--- config.mk ---
export PLATFORM = sky130hd
export DESIGN_NAME = pipe_nt_sram
export DESIGN_NICKNAME = d
export VERILOG_FILES = /design/src/rtl/pipe_nt_sram.sv
export SDC_FILE = /design/constraint.sdc
export NUM_CORES = 2
export LEC_CHECK = 0
export CAP_MARGIN = 30
export CORE_MARGIN = 1
export CORE_UTILIZATION = 35
export CTS_BUF_LIST = sky130_fd_sc_hd__clkbuf_8
export DETAILED_ROUTE_END_ITERATION = 16
export PLACE_DENSITY = 0.5
export SLEW_MARGIN = 5
export SYNTH_ARGS = -nofsm -noshare
export SYNTH_HDL_FRONTEND = slang
export SYNTH_MEMORY_MAX_BITS = 65536
export SYNTH_SLANG_ARGS = --single-unit
--- constraint.sdc ---
create_clock -name clk -period 4.1 [get_ports clk]
set_clock_uncertainty 0.05 [all_clocks]
set_input_delay 0.615 -clock clk [delete_from_list [all_inputs] [get_ports clk]]
set_output_delay 0.615 -clock clk [all_outputs]
set_load 0.05 [all_outputs]
--- src/rtl/pipe_nt_sram.sv ---
module pipe_nt_sram #(
  parameter int AW    = 8,
  parameter int LW    = 9,
  parameter int LANES = 2
) (
  input  logic                clk,
  input  logic                rst_n,
  input  logic                cke_n,
  input  logic                cs0_n,
  input  logic                cs1,
  input  logic                cs2_n,
  input  logic                rd_nwr,
  input  logic [LANES-1:0]    lane_we_n,
  input  logic                adv,
  input  logic                lin,
  input  logic                oe_n,
  input  logic                sleep,
  input  logic [AW-1:0]       addr,
  input  logic [LANES*LW-1:0] din,
  output logic [LANES*LW-1:0] dout,
  output logic                dout_en
);
  localparam int DW    = LANES * LW;
  localparam int DEPTH = 1 << AW;
  localparam logic [1:0] OP_IDLE = 2'd0, OP_RD = 2'd1, OP_WR = 2'd2;

  logic [DW-1:0] mem [DEPTH];

  logic             go;
  logic             selected;
  logic [1:0]       b_op, n_op;
  logic [AW-1:0]    b_base, n_base;
  logic [1:0]       b_cnt, n_cnt, eff_lo;
  logic             b_lin, n_lin;
  logic [AW-1:0]    eff_addr;

  logic [1:0]       s1_op, s2_op;
  logic [AW-1:0]    s1_addr, s2_addr;
  logic [LANES-1:0] s1_we_n, s2_we_n;

  logic             wb_v;
  logic [AW-1:0]    wb_addr;
  logic [DW-1:0]    wb_data;
  logic [LANES-1:0] wb_lane;

  logic [DW-1:0]    rd_word;
  logic [DW-1:0]    q;
  logic             q_v;

  assign go       = !cke_n;
  assign selected = !cs0_n && cs1 && !cs2_n;

  always_comb begin
    n_op   = b_op;
    n_base = b_base;
    n_cnt  = b_cnt + 2'd1;
    n_lin  = b_lin;
    if (sleep) begin
      n_op = OP_IDLE;
    end else if (!adv) begin
      n_op   = selected ? (rd_nwr ? OP_RD : OP_WR) : OP_IDLE;
      n_base = addr;
      n_cnt  = 2'd0;
      n_lin  = lin;
    end
    eff_lo   = n_lin ? (n_base[1:0] + n_cnt) : (n_base[1:0] ^ n_cnt);
    eff_addr = {n_base[AW-1:2], eff_lo};
  end

  always_ff @(posedge clk or negedge rst_n) begin
    if (!rst_n) begin
      b_op <= OP_IDLE; b_base <= '0; b_cnt <= '0; b_lin <= 1'b1;
      s1_op <= OP_IDLE; s1_addr <= '0; s1_we_n <= '1;
      s2_op <= OP_IDLE; s2_addr <= '0; s2_we_n <= '1;
      wb_v <= 1'b0; wb_addr <= '0; wb_data <= '0; wb_lane <= '0;
      q <= '0; q_v <= 1'b0;
    end else if (go) begin
      b_op    <= n_op;
      b_base  <= n_base;
      b_cnt   <= n_cnt;
      b_lin   <= n_lin;
      s1_op   <= n_op;
      s1_addr <= eff_addr;
      s1_we_n <= lane_we_n;
      s2_op   <= s1_op;
      s2_addr <= s1_addr;
      s2_we_n <= s1_we_n;
      wb_v    <= (s2_op == OP_WR);
      if (s2_op == OP_WR) begin
        wb_addr <= s2_addr;
        wb_data <= din;
        wb_lane <= ~s2_we_n;
      end
      q_v <= (s2_op == OP_RD);
      if (s2_op == OP_RD) q <= rd_word;
    end
  end

  for (genvar i = 0; i < LANES; i++) begin : g_lane
    assign rd_word[i*LW +: LW] = (wb_v && wb_lane[i] && wb_addr == s2_addr)
                                 ? wb_data[i*LW +: LW] : mem[s2_addr][i*LW +: LW];
  end

  always_ff @(posedge clk) begin
    if (go && wb_v) begin
      for (int i = 0; i < LANES; i++) begin
        if (wb_lane[i]) mem[wb_addr][i*LW +: LW] <= wb_data[i*LW +: LW];
      end
    end
  end

  assign dout    = q;
  assign dout_en = q_v && !oe_n;
endmodule

==> results_dict.tcl <==
set metrics [dict create \
    place_ws_ps -15.8 \
    maxCapViolCount 0 \
    finalHoldViolCount 0 \
    cts_made_buffers 770 \
    ctsResizeCount 0 \
    syn_area_per_cell_um2 21.0 \
    finalCriticalPeriod_ps 3910 \
    postCtsSetupRepairBufs 0 \
    area.sequential_mm2 0.140 \
    synth_ff_type "edfxtp_1" \
    highest_layer "met5" \
    antenna_left 0 \
    dr.pass1.iters 5 \
    leakagePower_nw 69.2 \
    wl_um 518000 \
    synth_top_cell_area_share_pct 76.4 \
    io_buffers 57 \
    critPathRequiredTime_ps 5210 \
    power_frac_seq_pct 45.4 \
    antenna_found_initial 39 \
    cts.path.max_buffers 4 \
    clk_pin_slew_ps 60 \
    setup.worst_path.start_class "flop" \
    clkLatencyLatePin_ps 1300 \
    die_x_um 721 \
    syn_area_mm2 0.181 \
    power_per_cell_area_mw_per_mm2 598 \
    cts_tree "yes" \
    switching_power_w 0.0395 \
    startpoint "s2_addr[1]$_DFFE_PN0N_" \
    drtIter0Drc 9192 \
    final.period_utilization_pct 95.4 \
    synth-edff-count 4608 \
    synth_seq_cells 4685 \
    hold_path.class "primary input to flop" \
    power_frac_comb_pct 24.9 \
    setup_viol 0 \
    drt-wirelength-per-cell_um 29.6 \
    cts_root_buf "clkbuf_8" \
    gp_congestion 0.822 \
    utilization_pct 41.0 \
    synth_cell_types 61 \
    worstHoldStart "adv" \
    max_freq_mhz 256 \
    initial_core_util_pct 35.2 \
    crit_path_end "dout[5]$_DFFE_PN0P_" \
    area_delta_synth_final_pct 16.4 \
    fin_ws_ps 191 \
    fillers 45700 \
    finalMaxSlewViolations 0 \
    async_flop_share_pct 1.64 \
    dp_hpwl_um 330000 \
    cp-end-kind "flop" \
    die_y_um 721 \
    vias 92300 \
    p_clk_share_pct 29.7 \
    critical_path.max_fanout 17 \
    switching_share_pct 31.4 \
    dr_wl_met3_um 36400 \
    core_mm2 0.514 \
    rrSetupSlack_ps 190 \
    cts.sinks 4685 \
    yosys.area.top_type "edfxtp_1" \
    path_class "flop to flop" \
    h-tree-depth 6 \
    synthCells 8635 \
    die_area_mm2 0.520 \
    post-route-drc-count 0 \
    final_cell_mix "4608 x edfxtp_1, 936 x mux4_2, 899 x buf_4" \
    fin_nets 10000 \
    vias_per_cell 5.27 \
    drive_gt1_share_pct 29.0 \
    ys_top_cells_by_area "edfxtp_1 76%, mux4_2 12%, mux2i_1 2.7%" \
    final_common_cell "edfxtp_1" \
    multi_input_area_mm2 0.0380 \
    hold_slack_ps 220 \
    status "completed" \
    num_rows 263 \
    grt.total_usage_pct 19.5 \
    rsz0062_at_grt "false" \
    rr_startpoint "s2_addr[1]$_DFFE_PN0N_" \
    wl_met1_um 221000 \
    vdd_drop_max_v 0.000590 \
    grt_pass1_wl_um 730000 \
    overflow 0 \
    first_global_vias 95800 \
    worstHoldPathCells 3 \
    arrival_ps 5020 \
    routed-wl-met2_um 250000 \
    ys.warnings.count 0 \
    synth_fp_nets 8675 \
    relSlewSlack_pct 29.0 \
    r2r_cells 10 \
    io_pins 58 \
    seq_area_frac_synth_pct 77.5 \
    tightest_slew_ps 1070 \
    grt_max_degree 126 \
    r2r_end "dout[5]$_DFFE_PN0P_" \
    internal_power_w 0.0865 \
]
-- logic make-up (layout without fill, tap and decap cells) --
logic type | count (synthesis) | after routing | share of synthesized area [%]
AND/OR/NAND/NOR | 1043 | 1043 | 2.54
adder cells (fa/ha/maj) | 1 | 1 | 0.00691
flip-flops | 4685 | 4685 | 77.5
other | 0 | 9 | 0
XOR/XNOR | 11 | 11 | 0.0532
AO/OA/AOI/OAI | 805 | 805 | 3.12
multiplexers | 1549 | 1549 | 15.1
buffers and inverters | 541 | 2511 | 1.67
-- area by class of cell --
cell class              count  share of cell area [%]
repair buffers           1095                    4.63
clock inverters           614                    1.40
flip-flops and latches   4685                    66.6
inverters                   2                 0.00356
multi-input cells        3409                    18.0
clock buffers             800                    5.22
diodes                      9                  0.0107
well taps                6890                    4.09
-- worst max-delay path, stage by stage, from the launching register on --
cell,delay [ps]
dfrtp_4,700
buf_4,290
nor4b_4,700
buf_4,280
a22oi_1,100
o211ai_1,280
nor3_1,220
a211oi_1,630
buf_4,220
o21a_1,270
o21ai_1,110
-- layer usage --
layer	track usage (%)	vias to the layer above
li1	-	38800
met1	27.2	49500
met2	31.9	3248
met3	3.67	712
met4	4.48	10
met5	0	-
-- timing repair --
action / 4_1_cts / 5_1_grt
hold buffers: 32 / 0
hold endpoints to repair: 101 / 0
endpoints found under the setup margin: 0 / 0
-- cells in the mapped netlist (4+ instances only) --
| master | count |
|---|---|
| edfxtp_1 | 4608 |
| mux4_2 | 936 |
| nor2_1 | 622 |
| mux2i_1 | 497 |
| a22oi_1 | 278 |
| clkbuf_1 | 213 |
| nand2_1 | 154 |
| buf_2 | 129 |
| mux2_2 | 112 |
| o22ai_1 | 108 |
| a21oi_1 | 94 |
| nor3_1 | 86 |
| buf_4 | 79 |
| dfrtp_1 | 72 |
| o221ai_1 | 72 |
| o211ai_1 | 64 |
| buf_6 | 57 |
| a211oi_1 | 53 |
| buf_1 | 53 |
| o21ai_1 | 44 |
| nand3_1 | 42 |
| nand4_1 | 38 |
| nor2b_1 | 29 |
| a221oi_1 | 27 |
| or4_1 | 26 |
| o21a_1 | 18 |
| o21ai_0 | 17 |
| a21o_1 | 10 |
| a2111oi_0 | 8 |
| a31oi_1 | 8 |
| xor2_1 | 8 |
| and3_1 | 5 |
| dfstp_2 | 5 |
| nand2b_1 | 5 |
| nor4bb_1 | 5 |
| and2_1 | 4 |
| and4b_1 | 4 |
| buf_12 | 4 |
| mux2_1 | 4 |
| nor4b_4 | 4 |
-- worst min path at each step --
stage and end:
6_report b_cnt[1]$_DFFE_PN0N_, 2_1_floorplan b_base[0]$_DFFE_PN0N_, 3_5_place_dp wb_v$_DFFE_PN0N_, 4_1_cts s1_op[1]$_DFFE_PN0P_, 5_1_grt s1_op[1]$_DFFE_PN0P_, 3_3_place_gp wb_v$_DFFE_PN0N_
-- stage by stage --
stage	total power, W	cells	cell area, um^2	setup TNS, ps
final	0.126	17500	211000	0
after global routing	0.131	17500	211000	0
after CTS	0.127	17500	211000	0
after detailed placement	0.0900	16000	196000	-15.8
after global placement	0.0897	16000	196000	-63.5
after floorplan	0.0773	8635	181000	0
-- power groups by stage --
| stage | sequential (W) | combinational, W | clock, W |
|---|---|---|---|
| 2_1_floorplan | 0.0593 | 0.0180 | 0 |
| 3_3_place_gp | 0.0581 | 0.0315 | 0 |
| 3_5_place_dp | 0.0582 | 0.0318 | 0 |
| 4_1_cts | 0.0572 | 0.0319 | 0.0384 |
| 5_1_grt | 0.0573 | 0.0330 | 0.0403 |
| 6_report | 0.0572 | 0.0314 | 0.0374 |
-- sequential cells by signal, indices dropped and copies added (netlist names), 8 cells and up --
name     cells
s2_addr      8
mem       4608
dout        18
wb_data     18
b_base       8
wb_addr      8
No activity file was read; power rests on OpenSTA's default activity.
